**config.mk**
```make
export PLATFORM = sky130hd
export DESIGN_NAME = aso_serial_tx
export DESIGN_NICKNAME = d
export VERILOG_FILES = /design/src/rtl/aso_pkg.sv /design/src/rtl/aso_sync.sv /design/src/rtl/aso_framer.sv /design/src/rtl/aso_shifter.sv /design/src/rtl/aso_serial_tx.sv
export SDC_FILE = /design/constraint.sdc
export NUM_CORES = 1
export LEC_CHECK = 0
export ABC_AREA = 1
export CORE_MARGIN = 4
export CORE_UTILIZATION = 55
export CTS_CLUSTER_DIAMETER = 60
export CTS_CLUSTER_SIZE = 20
export DETAILED_ROUTE_END_ITERATION = 16
export PLACE_DENSITY = 0.81
export SLEW_MARGIN = 20
export SYNTH_ARGS = -nofsm -noshare
export SYNTH_HDL_FRONTEND = slang
export SYNTH_HIERARCHICAL = 1
export SYNTH_SLANG_ARGS = --single-unit
```
**constraint.sdc**
```tcl
create_clock -name clk -period 5.6 [get_ports clk]
set_clock_uncertainty 0.2 [all_clocks]
set_input_delay 1.12 -clock clk [delete_from_list [all_inputs] [get_ports clk]]
set_output_delay 1.12 -clock clk [all_outputs]
set_load 0.05 [all_outputs]
```
**src/rtl/aso_pkg.sv**
```systemverilog
// Shared definitions for the serial audio transmitter.
package aso_pkg;

    // Framing formats; the encoding is the value on the fmt port.
    typedef enum logic [1:0] {
        FMT_LJ     = 2'b00,  // left-justified, MSB in period 0
        FMT_LJ_DLY = 2'b01,  // left-justified, MSB in period 1
        FMT_RJ     = 2'b10,  // right-justified within the half-frame
        FMT_WCK    = 2'b11   // word starts on a word-clock pulse
    } aso_fmt_e;

endpackage

```
**src/rtl/aso_sync.sv**
```systemverilog
// Multi-bit level synchronizer.
// Assumes each input bit is an independent slow level; every bit passes
// through STAGES flops in the system clock domain.
module aso_sync #(
    parameter int N      = 3,
    parameter int STAGES = 2
) (
    input  logic         clk,
    input  logic         rst_n,
    input  logic [N-1:0] din,
    output logic [N-1:0] dout
);

    for (genvar g = 0; g < N; g++) begin : g_bit
        logic [STAGES-1:0] chain;

        // Shift the raw level through the synchronizer chain.
        always_ff @(posedge clk) begin
            if (!rst_n) chain <= '0;
            else        chain <= {chain[STAGES-2:0], din[g]};
        end

        assign dout[g] = chain[STAGES-1];
    end

endmodule

```
**src/rtl/aso_framer.sv**
```systemverilog
// Bit-period framer.
// Finds the launch edge of the synchronized bit clock and counts bit periods
// from the last word start. For each launch it reports whether the period
// carries a data bit, which bit that is, and which channel.
// Assumes lrclk and wclk change together with the launch edge of bclk.
module aso_framer
    import aso_pkg::*;
#(
    parameter int WORD_W   = 16,
    parameter int HALF_LEN = 32,
    parameter int BIT_W    = $clog2(WORD_W)
) (
    input  logic             clk,
    input  logic             rst_n,
    input  logic             bclk_s,
    input  logic             lrclk_s,
    input  logic             wclk_s,
    input  logic             pol_in,
    input  logic [1:0]       fmt_in,
    input  logic             mute_in,
    output logic             launch,
    output logic             frame_start,
    output logic             in_word,
    output logic             chan_left,
    output logic             mute_now,
    output logic [BIT_W-1:0] bit_pos
);

    localparam int CNT_W = $clog2(2 * HALF_LEN);
    localparam logic [CNT_W:0] OFF_RJ = (CNT_W+1)'(HALF_LEN - WORD_W);
    localparam logic [CNT_W:0] OFF_DLY = (CNT_W+1)'(1);
    localparam logic [CNT_W:0] W_EXT  = (CNT_W+1)'(WORD_W);

    logic             bclk_last;
    logic             lr_last;
    logic             wck_last;
    logic             pol_q;
    logic             mute_q;
    aso_fmt_e         fmt_q;
    aso_fmt_e         fmt_cur;
    logic [CNT_W-1:0] cnt_q;
    logic [CNT_W-1:0] cnt_cur;
    logic             chan_q;
    logic             lr_edge;
    logic             wck_start;
    logic             word_start;
    logic [CNT_W:0]   cnt_ext;
    logic [CNT_W:0]   offset;
    logic [CNT_W:0]   rel;

    // Track the bit clock every system cycle for edge detection.
    always_ff @(posedge clk) begin
        if (!rst_n) bclk_last <= 1'b0;
        else        bclk_last <= bclk_s;
    end

    // Launch edge chosen by the captured polarity.
    assign launch = pol_q ? (bclk_s & ~bclk_last) : (~bclk_s & bclk_last);

    // Frame-clock and word-clock events seen at launch edges.
    assign lr_edge     = launch && (lrclk_s != lr_last);
    assign frame_start = launch && lrclk_s && !lr_last;
    assign wck_start   = launch && wclk_s && !wck_last;

    // Settings in force for this period: new ones apply from a frame start.
    assign fmt_cur  = frame_start ? aso_fmt_e'(fmt_in) : fmt_q;
    assign mute_now = frame_start ? mute_in : mute_q;

    // Word start event depends on the active format.
    assign word_start = (fmt_cur == FMT_WCK) ? wck_start : lr_edge;

    // Period count since word start, saturating while idle.
    always_comb begin
        if (word_start)       cnt_cur = '0;
        else if (&cnt_q)      cnt_cur = cnt_q;
        else                  cnt_cur = cnt_q + 1'b1;
    end

    assign chan_left = word_start ? lrclk_s : chan_q;

    // MSB delay of the active format.
    always_comb begin
        case (fmt_cur)
            FMT_LJ_DLY: offset = OFF_DLY;
            FMT_RJ:     offset = OFF_RJ;
            default:    offset = '0;
        endcase
    end

    assign cnt_ext = {1'b0, cnt_cur};
    assign rel     = cnt_ext - offset;
    assign in_word = (cnt_ext >= offset) && (cnt_ext < offset + W_EXT);
    assign bit_pos = BIT_W'(WORD_W - 1) - rel[BIT_W-1:0];

    // Per-launch state: counter, channel and last clock levels.
    always_ff @(posedge clk) begin
        if (!rst_n) begin
            cnt_q    <= '1;
            chan_q   <= 1'b0;
            lr_last  <= 1'b0;
            wck_last <= 1'b0;
        end else if (launch) begin
            cnt_q    <= cnt_cur;
            chan_q   <= chan_left;
            lr_last  <= lrclk_s;
            wck_last <= wclk_s;
        end
    end

    // Settings captured at reset and at each frame start only.
    always_ff @(posedge clk) begin
        if (!rst_n) begin
            pol_q  <= pol_in;
            fmt_q  <= FMT_LJ;
            mute_q <= 1'b0;
        end else if (frame_start) begin
            pol_q  <= pol_in;
            fmt_q  <= aso_fmt_e'(fmt_in);
            mute_q <= mute_in;
        end
    end

endmodule

```
**src/rtl/aso_shifter.sv**
```systemverilog
// Sample holder and serial output stage.
// Captures the stereo pair at a frame start and, on each launch, drives the
// selected bit of the current word (or zero) onto the serial line.
// Assumes bit_pos is meaningful only when in_word is set.
module aso_shifter #(
    parameter int WORD_W = 16,
    parameter int BIT_W  = $clog2(WORD_W)
) (
    input  logic              clk,
    input  logic              rst_n,
    input  logic              launch,
    input  logic              frame_start,
    input  logic              in_word,
    input  logic              chan_left,
    input  logic              mute_now,
    input  logic [BIT_W-1:0]  bit_pos,
    input  logic [WORD_W-1:0] left_in,
    input  logic [WORD_W-1:0] right_in,
    output logic              sdata,
    output logic              sample_req
);

    logic [WORD_W-1:0] left_q;
    logic [WORD_W-1:0] right_q;
    logic [WORD_W-1:0] left_cur;
    logic [WORD_W-1:0] right_cur;
    logic [WORD_W-1:0] word;

    // At a frame start the fresh inputs are used directly.
    assign left_cur  = frame_start ? left_in  : left_q;
    assign right_cur = frame_start ? right_in : right_q;
    assign word      = chan_left ? left_cur : right_cur;

    // Hold the pair for the whole frame.
    always_ff @(posedge clk) begin
        if (!rst_n) begin
            left_q  <= '0;
            right_q <= '0;
        end else if (frame_start) begin
            left_q  <= left_in;
            right_q <= right_in;
        end
    end

    // Drive one bit per launch edge; zero outside data or when muted.
    always_ff @(posedge clk) begin
        if (!rst_n)       sdata <= 1'b0;
        else if (launch)  sdata <= in_word && !mute_now && word[bit_pos];
    end

    // Ask for the next pair right after capturing this one.
    always_ff @(posedge clk) begin
        if (!rst_n) sample_req <= 1'b0;
        else        sample_req <= frame_start;
    end

endmodule

```
**src/rtl/aso_serial_tx.sv**
```systemverilog
// Multi-format serial audio transmitter (top).
// Synchronizes the external clocks, frames each bit period and serializes
// the latched stereo pair. Assumes clk runs at least ~8x the bit clock.
module aso_serial_tx #(
    parameter int WORD_W   = 16,
    parameter int HALF_LEN = 32,
    parameter int STAGES   = 2
) (
    input  logic              clk,
    input  logic              rst_n,
    input  logic              bclk,
    input  logic              lrclk,
    input  logic              wclk,
    input  logic              bclk_pol,
    input  logic [1:0]        fmt,
    input  logic              mute,
    input  logic [WORD_W-1:0] left_in,
    input  logic [WORD_W-1:0] right_in,
    output logic              sdata,
    output logic              sample_req
);

    localparam int BIT_W = $clog2(WORD_W);

    logic [2:0]       clk_sync;
    logic             launch;
    logic             frame_start;
    logic             in_word;
    logic             chan_left;
    logic             mute_now;
    logic [BIT_W-1:0] bit_pos;

    aso_sync #(.N(3), .STAGES(STAGES)) u_sync (
        .clk   (clk),
        .rst_n (rst_n),
        .din   ({wclk, lrclk, bclk}),
        .dout  (clk_sync)
    );

    aso_framer #(.WORD_W(WORD_W), .HALF_LEN(HALF_LEN), .BIT_W(BIT_W)) u_framer (
        .clk         (clk),
        .rst_n       (rst_n),
        .bclk_s      (clk_sync[0]),
        .lrclk_s     (clk_sync[1]),
        .wclk_s      (clk_sync[2]),
        .pol_in      (bclk_pol),
        .fmt_in      (fmt),
        .mute_in     (mute),
        .launch      (launch),
        .frame_start (frame_start),
        .in_word     (in_word),
        .chan_left   (chan_left),
        .mute_now    (mute_now),
        .bit_pos     (bit_pos)
    );

    aso_shifter #(.WORD_W(WORD_W), .BIT_W(BIT_W)) u_shifter (
        .clk         (clk),
        .rst_n       (rst_n),
        .launch      (launch),
        .frame_start (frame_start),
        .in_word     (in_word),
        .chan_left   (chan_left),
        .mute_now    (mute_now),
        .bit_pos     (bit_pos),
        .left_in     (left_in),
        .right_in    (right_in),
        .sdata       (sdata),
        .sample_req  (sample_req)
    );

endmodule

```
==> flow_summary.ini, run 1 <==
[sta]
hold_viol_final = 0
period_needed_ns = 3.66
period_share = 0.654
fmax_mhz = 273
timing.final.ws_setup_ns = 1.94
maxSlewHeadroom = 0.328
final.setup.tns_ns = 0
rsz0062_at_grt = no
finalSetupViolCount = 0
slew_viol_final = 0
worst_pin_slew_ns = 1.01

[logic_synthesis]
seq_area_frac_synth = 0.396
synth_cells = 387
ys_ff_latch = 54
synth-edff-count = 1
async_reset_ff_frac = 0
yosysWarnings = 6
ys.flop_type = dfxtp_1
syn_area_um2 = 2750
syn_area_per_cell_um2 = 7.11
synthDistinctLibCells = 36
syn-num-nets = 434

[placed_design]
post-place-ws_ns = 1.66
io_buffers = 42
dp.cells = 480
dpl.hpwl_um = 4380
place.gp.congestion = 0.890

[pwr]
combPwrFrac = 0.257
p_sw_frac = 0.314
power.density_nw_per_um2 = 259
leakage_nw = 1.41
irDropWorstVdd_mv = 0.151
power_mw = 0.838
power_frac_clock = 0.259
netSwitchingPower_mw = 0.263
power_frac_seq = 0.484
internal_power_mw = 0.574

[detailed_routing]
final_antenna_net_count = 0
drt-initial-drc-count = 251
wl_um = 5990
avgViaCountPerCell = 5.16
post_drt_wl_per_cell_um = 12.3
drcViolationCount = 0
dr_total_vias = 2516
drtPass1Iterations = 4

[clocking]
h-tree-depth = 2
clkLatencyLatePin_ns = 0.31
clk_pin_slew_worst_paths_ns = 0.09
cts_buffers = 5
clkSinkCount = 54
clk_path_buf_depth = 2
post_cts_buffers = 0
cts_resized = 0
postCtsHoldBufs = 0
cts_root_buf = clkbuf_8
cts_tree = done

[critical_path]
end_kind = register
critPathSlowestCell = clkdlybuf4s50_1
worstPathRequired_ns = 5.63
crit_top_cell = nand3_1
start_kind = primary input
crit_fanout = 17
critPathMaxStageDelay_ns = 0.46
crit_arrival_ns = 3.69
critPathTopFamily = simple AND/OR/NAND/NOR gates
crit_chain = clkdlybuf4s50_1, nand4_1, nand2_2, nand3_2, nand2_4, nor2_1, o21bai_1, inv_1, inv_2, nand3_1, nand3_1, nand3_1, nand3_1, nand3_1, nand3_1, a21oi_1
cp_num_buf_inv = 3
critical_path_class = primary input to register

[floorplanning]
boundaryPins = 43
die_area_um2 = 6200
core_um2 = 4790
num_rows = 25
die_height_um = 78.7
die_w_um = 78.7
start_util = 0.575

[job]
drv_cap = 0

[min_path]
worstHoldPathType = register to register

[finish]
n_antenna_cell = 0
drive_gt1_frac = 0.0974
layout.nets = 467
fin_util = 0.676
num-fill-cells = 451
area_growth_pct = 17.6
final_cells = 488

[grt]
grt_use_met1 = 0.279
grt_antenna_before_repair = 0
gr-usage-met3 = 0.0397
grt.busiest_layer = met2
grt_first_pass_wirelength_um = 10200
overflow = 0
grt_max_degree = 44
grt_use_met2 = 0.323
grt_usage = 0.204
grt_pass1_vias = 2283

[outcome]
status = finished clean
-- power groups by stage --
stage	Combinational, mW	Sequential (mW)	Clock (mW)
6_report	0.215	0.406	0.217
5_1_grt	0.242	0.408	0.236
4_1_cts	0.214	0.406	0.219
3_5_place_dp	0.213	0.415	0
3_3_place_gp	0.209	0.414	0
2_1_floorplan	0.151	0.414	0
-- cells in the mapped netlist, drive strengths merged (3+ instances only) --
| cell | count | area (um2) |
|---|---|---|
| a21oi | 40 | 204 |
| buf | 15 | 106 |
| dfxtp | 53 | 1060 |
| ha | 6 | 75.1 |
| inv | 47 | 176 |
| nand2 | 110 | 468 |
| nand3 | 61 | 320 |
| nor2 | 21 | 113 |
| o211ai | 3 | 22.5 |
| o21ai | 15 | 78.8 |
-- through the flow --
step	hold slack, ns	instance area (um2)
finish	0.221	3240
global route	0.253	3240
CTS	0.222	3240
detailed placement	0.199	3150
global placement	0.193	3150
floorplan	0.190	2750
-- layout by cell type, fill, tap and decap left out --
master	synthesis	layout
nand2_1	92	92
nand3_1	58	58
dfxtp_1	53	53
inv_1	43	43
clkdlybuf4s50_1	0	42
a21oi_1	39	39
nor2_1	17	17
nand2_2	16	16
o21ai_0	13	13
ha_1	6	6
clkbuf_8	0	5
inv_2	4	4
nand3_2	3	3
o211ai_1	3	3
nor2_4	2	2
nand4_1	2	2
nand2_4	2	2
xor2_1	2	2
clkinv_1	2	2
clkinv_2	0	1
clkinv_4	0	1
clkbuf_1	2	1
buf_4	5	1
o21ai_1	1	1
nor3_2	1	1
nor3_1	1	1
o31ai_1	1	1
o21bai_1	1	1
xnor2_1	1	1
nor2_8	1	1
nor2_2	1	1
o21ai_2	1	1
a21oi_2	1	1
or2_2	1	1
a211oi_1	1	1
edfxtp_1	1	1
-- kinds of logic after synthesis --
logic type / synth area share
xor+xnor: 0.00955
buf+inv: 0.108
flops: 0.396
fa+ha+maj: 0.0273
simple gates: 0.340
compound gates: 0.119
-- state kept, by name, indices dropped and copies added (netlist names) --
signal                count
u_framer/mute_q           1
u_framer/pol_q            1
u_shifter/right_q        16
u_framer/fmt_q            2
u_shifter/left_q         16
u_framer/wck_last         1
u_shifter/sample_req      1
u_shifter/sdata           1
u_sync/g_bit.chain        6
u_framer/lr_last          1
u_framer/cnt_q            6
u_framer/bclk_last        1
u_framer/chan_q           1
-- cell type report --
type,instances,area (um2),share of cell area
well taps,67,83.8,0.0259
inverters,49,184,0.0568
flip-flops and latches,54,1090,0.337
multi-input cells,267,1360,0.421
clock buffers,6,72.6,0.0224
clock inverters,2,13.8,0.00425
repair buffers,43,428,0.132
-- layer usage --
metal  up-vias  part of all wire
met4         0             0.013
met3         9             0.063
met2        67              0.46
met5         -                 0
met1      1132              0.47
li1       1308                 -
-- worst min-delay path: cells and delay by family, from the launching register on --
kind,cells,cell delay (ns)
flip-flops,1,0.32
buffers and inverters,1,0.04
AND/OR/NAND/NOR,1,0.05
-- worst paths after layout --
check	start	endpoint	slack, ns	cells after the start
hold reg to reg	u_sync/g_bit[1].chain[0]	u_sync/g_bit[1].chain[1]	0.22	2
hold / removal	u_sync/g_bit[1].chain[0]	u_sync/g_bit[1].chain[1]	0.22	2
setup reg to reg	u_framer/pol_q	u_shifter/sdata	2.37	16
setup / recovery	fmt[1]	u_shifter/sdata	1.94	16
Power figures use the tool's default switching activity.
==> inputs of run 2 (changes only) <==
--- a/config.mk
+++ b/config.mk
@@ -7,11 +7,11 @@
 export LEC_CHECK = 0
 export ABC_AREA = 1
 export CORE_MARGIN = 4
-export CORE_UTILIZATION = 55
+export CORE_UTILIZATION = 53
 export CTS_CLUSTER_DIAMETER = 60
 export CTS_CLUSTER_SIZE = 20
 export DETAILED_ROUTE_END_ITERATION = 16
-export PLACE_DENSITY = 0.81
+export PLACE_DENSITY = 0.79
 export SLEW_MARGIN = 20
 export SYNTH_ARGS = -nofsm -noshare
 export SYNTH_HDL_FRONTEND = slang
==> constraint.sdc (replaced) <==
create_clock -name clk -period 3.65 [get_ports clk]
set_clock_uncertainty 0.2 [all_clocks]
set_input_delay 0.73 -clock clk [delete_from_list [all_inputs] [get_ports clk]]
set_output_delay 0.73 -clock clk [all_outputs]
set_load 0.05 [all_outputs]
==> run 2 against run 1 <==
  * Count of clock-buffer cells in the layout is 1 lower
  * Register-to-register slack worse by 1.7 ns
  * Worst hold slack worse by 0.00079 ns
  * Critical endpoint unchanged
==> flow_summary.ini, run 2 (synthesis gave the netlist of run 1 again) <==
[clocking]
postCtsHoldBufs = 0
post_cts_buffers = 0
clkLatencyLatePin_ns = 0.30
h-tree-depth = 2
clkSinkCount = 54
cts_root_buf = clkbuf_8
cts_resized = 0
cts_tree = done
clk_path_buf_depth = 2
cts_buffers = 5
clk_pin_slew_worst_paths_ns = 0.10

[finish]
n_antenna_cell = 0
multi_input_area_um2 = 1360
layout.nets = 470
drive_gt1_frac = 0.106
top_regs = u_shifter/left_q: 16 flops, u_shifter/right_q: 16 flops
most-common-layout-cells = nand2_1, nand3_1, dfxtp_1
num-fill-cells = 443
seqCellArea_um2 = 1090
area_growth_pct = 19.4
final_common_cell = nand2_1

[floorplanning]
die_height_um = 80.1
die_area_um2 = 6410
boundaryPins = 43
num_rows = 25
start_util = 0.564
core_um2 = 4880
die_w_um = 80.1

[sta]
worst_pin_slew_ns = 0.494
finalSetupViolCount = 0
fmax_mhz = 324
final.setup.tns_ns = 0
hold_slack_ns = 0.221
maxSlewHeadroom = 0.670
period_needed_ns = 3.09
period_share = 0.847
hold_viol_final = 0
slew_viol_final = 0
rsz0062_at_grt = no

[detailed_routing]
final_antenna_net_count = 0
wl_um = 5800
post_drt_wl_per_cell_um = 11.8
dr_total_vias = 2513
drcViolationCount = 0
avgViaCountPerCell = 5.12
drtPass1Iterations = 4
drt-initial-drc-count = 202

[critical_path]
start_kind = primary input
crit_arrival_ns = 3.08
end_kind = register
critical_path_class = primary input to register
crit_fanout = 10
worstPathRequired_ns = 3.64

[pwr]
power_frac_seq = 0.458
p_sw_frac = 0.297
leakage_nw = 1.44
netSwitchingPower_mw = 0.403
combPwrFrac = 0.245
power_mw = 1.36
irDropWorstVdd_mv = 0.203
power.density_nw_per_um2 = 413
internal_power_mw = 0.953
power_frac_clock = 0.297

[grt]
overflow = 0
grt_usage = 0.193
grt_pass1_vias = 2307
grt_max_degree = 43
grt_antenna_before_repair = 0
grt_first_pass_wirelength_um = 9980

[job]
drv_cap = 0

[placed_design]
place.gp.congestion = 0.866
io_buffers = 42
dpl.hpwl_um = 4450

[min_path]
worstHoldPathType = register to register

[outcome]
status = finished clean
==> run 2: changes by cell type in the layout (fill, tap and decap cells not counted), sizes merged <==
cell / before / now
clkinv: 4 / 3
buf: 1 / 4
clkbuf: 6 / 5
inv: 47 / 48
bufinv: 0 / 1
==> run 2: power by group through the flow <==
stage	Sequential (mW)	Combinational, mW	Clock [mW]
after global routing	0.625	0.373	0.428
after detailed placement	0.635	0.329	0
after floorplan	0.635	0.232	0
final	0.621	0.333	0.403
after global placement	0.635	0.323	0
after CTS	0.622	0.331	0.409
==> run 2: metal layers <==
metal,global-route usage,share of wire,vias to the layer above,wire (um)
li1,-,-,1320,-
met1,0.264,0.48,1125,2810
met2,0.303,0.45,60,2610
met3,0.0325,0.053,8,308
met4,0.0743,0.013,0,78
met5,0,0,-,0
==> run 2: final cells by class <==
| type | count | share of cell area |
|---|---|---|
| clock buffers | 5 | 0.0209 |
| clock inverters | 3 | 0.0133 |
| inverters | 49 | 0.0560 |
| multi-input cells | 267 | 0.415 |
| flip-flops and latches | 54 | 0.332 |
| well taps | 67 | 0.0255 |
| repair buffers | 46 | 0.137 |
==> run 2: final timing paths <==
kind	start	cells past startpoint	end	slack, ns
worst max-delay path	fmt[1]	16	u_shifter/sdata	0.56
worst min-delay path	u_sync/g_bit[2].chain[0]	2	u_sync/g_bit[2].chain[1]	0.22
worst max register to register	u_framer/pol_q	15	u_shifter/sdata	0.66
worst min register to register	u_sync/g_bit[2].chain[0]	2	u_sync/g_bit[2].chain[1]	0.22
==> run 2: critical path: stages <==
cell,delay (ns)
clkdlybuf4s50_1,0.45
nand4_1,0.11
nand2_2,0.13
nand2_2,0.08
nand2_4,0.08
nand2_4,0.08
inv_2,0.09
nand2_1,0.09
ha_1,0.49
inv_1,0.22
nand3_1,0.14
nand3_1,0.08
nand3_1,0.09
nand3_1,0.07
nand3_1,0.08
a21oi_1,0.06
==> run 2: through the flow <==
step	std cells	setup WS (ns)	area [um2]	util
3_3_place_gp	483	0.303	3170	0.650
3_5_place_dp	483	0.276	3170	0.650
4_1_cts	491	0.586	3290	0.673
2_1_floorplan	387	0.936	2750	-
6_report	491	0.559	3290	0.673
5_1_grt	491	0.327	3290	0.673
==> inputs of run 3 (changes only) <==
--- a/config.mk
+++ b/config.mk
@@ -7,11 +7,11 @@
 export LEC_CHECK = 0
 export ABC_AREA = 1
 export CORE_MARGIN = 4
-export CORE_UTILIZATION = 53
+export CORE_UTILIZATION = 48
 export CTS_CLUSTER_DIAMETER = 60
 export CTS_CLUSTER_SIZE = 20
 export DETAILED_ROUTE_END_ITERATION = 16
-export PLACE_DENSITY = 0.79
+export PLACE_DENSITY = 0.75
 export SLEW_MARGIN = 20
 export SYNTH_ARGS = -nofsm -noshare
 export SYNTH_HDL_FRONTEND = slang
==> constraint.sdc (replaced) <==
create_clock -name clk -period 2.7 [get_ports clk]
set_clock_uncertainty 0.2 [all_clocks]
set_input_delay 0.54 -clock clk [delete_from_list [all_inputs] [get_ports clk]]
set_output_delay 0.54 -clock clk [all_outputs]
set_load 0.05 [all_outputs]
==> run 3 against run 2 <==
  * Largest cell class unchanged
  * Register-to-register slack worse by 0.55 ns
  * Utilization is 3.9 points lower
  * Global-route usage is 1.7 points lower
  * Critical path type unchanged
  * Total power is 37% higher
  * Sequential power is 35% higher
==> flow_summary.ini, run 3 (synthesis gave the netlist of run 1 again) <==
[finish]
layout.nets = 488
fin_util = 0.634
most-common-layout-cells = nand2_1, nand3_1, dfxtp_1
drive_gt1_frac = 0.172
final_common_cell = nand2_1
n_antenna_cell = 0
final_cells = 514
top_regs = u_shifter/left_q: 16 flops, u_shifter/right_q: 16 flops
area_growth_pct = 27.6

[detailed_routing]
final_antenna_net_count = 0
dr_total_vias = 2560
avgViaCountPerCell = 4.98
post_drt_wl_per_cell_um = 12.0
wl_um = 6140
drtPass1Iterations = 4
drcViolationCount = 0
drt-initial-drc-count = 139

[clocking]
clk_path_buf_depth = 2
h-tree-depth = 2
cts_root_buf = clkbuf_8
postCtsHoldBufs = 0
clkSinkCount = 54
clkLatencyLatePin_ns = 0.31
cts_buffers = 5
cts_tree = done
clk_pin_slew_worst_paths_ns = 0.10

[floorplanning]
die_height_um = 83.7
num_rows = 27
start_util = 0.497
die_area_um2 = 7010
core_um2 = 5540
die_w_um = 83.7
boundaryPins = 43

[placed_design]
place.gp.congestion = 0.876
io_buffers = 42
dpl.hpwl_um = 4580
dp.cells = 504

[sta]
slew_viol_final = 0
fmax_mhz = 382
period_share = 0.968
finalSetupViolCount = 0
period_needed_ns = 2.61
hold_viol_final = 0
worst_pin_slew_ns = 0.498
rsz0062_at_grt = yes
maxSlewHeadroom = 0.667
final.setup.tns_ns = 0

[job]
drv_cap = 0

[critical_path]
crit_top_cell = nand2_4
crit_fanout = 4
start_kind = primary input
crit_chain = clkdlybuf4s50_1, nand4_1, nand2_2, nand2_2, nand2_4, nand2_4, inv_4, nand2_4, ha_4, ha_4, nand2_4, nor2_2, nand2_1, nand2_1, a21oi_2, nand2_1, nor2_1, nand3_1, a21oi_1
worstPathRequired_ns = 2.74
critPathSlowestCell = clkdlybuf4s50_1
ff2ff_setup_slack_ns = 0.11
end_kind = register
critPathMaxStageDelay_ns = 0.46
critical_path_class = primary input to register
crit_arrival_ns = 2.66

[pwr]
power.density_nw_per_um2 = 530
irDropWorstVdd_mv = 0.263
power_mw = 1.86
leakage_nw = 1.54

[grt]
grt_max_degree = 34
grt_usage = 0.176
grt_pass1_vias = 2369
grt_first_pass_wirelength_um = 10300
grt_antenna_before_repair = 0
overflow = 0

[outcome]
status = finished clean

[min_path]
worstHoldPathType = register to register
-- run 3: where the power goes --
| part | leakage, nW | internal (mW) | switching, mW |
|---|---|---|---|
| sequential | 0.441 | 0.825 | 0.0158 |
| combinational | 1.04 | 0.242 | 0.290 |
| clock | 0.0544 | 0.235 | 0.253 |
-- run 3: worst paths after layout --
check / from / endpoint / depth (start not counted)
setup / recovery: fmt[0] / u_shifter/sdata / 19
hold / removal: u_sync/g_bit[1].chain[0] / u_sync/g_bit[1].chain[1] / 2
setup reg to reg: u_framer/pol_q / u_shifter/sdata / 19
hold reg to reg: u_sync/g_bit[1].chain[0] / u_sync/g_bit[1].chain[1] / 2
-- run 3: final cells by class --
class / instances / area [um2]
clock buffer: 7 / 96.3
clock inverter: 1 / 8.76
timing repair buffer: 64 / 598
inverter: 49 / 189
fill: 483 / 2030
tap: 72 / 90.1
sequential: 54 / 1090
multi-input combinational: 267 / 1440
-- run 3: stage by stage --
step	instance area (um2)	setup slack, ns	hold slack, ns
6_report	3510	0.0851	0.195
5_1_grt	3510	-0.0124	0.220
4_1_cts	3410	0.0229	0.215
3_5_place_dp	3300	-0.300	0.200
3_3_place_gp	3300	-0.236	0.194
2_1_floorplan	2750	0.121	0.190
-- run 3: metal layers --
layer / track usage / wire length, um
met5: 0 / 0
met4: 0.0526 / 76
met3: 0.0395 / 262
met2: 0.289 / 2860
met1: 0.231 / 2950
-- run 3: worst max-delay path, delay by kind of cell --
family / cells / cell delay [ns]
AOI/OAI and AO/OA: 2 / 0.26
adders and majority gates: 2 / 0.33
buffers and inverters: 2 / 0.54
and+or+nand+nor: 13 / 0.97
-- run 3: timing repair --
item | CTS | global route
setup buffers | 0 | 2
endpoints found under the setup margin | 1 | 1
pin swaps | 0 | 9
resized for setup | 1 | 21
cloned | 0 | 0
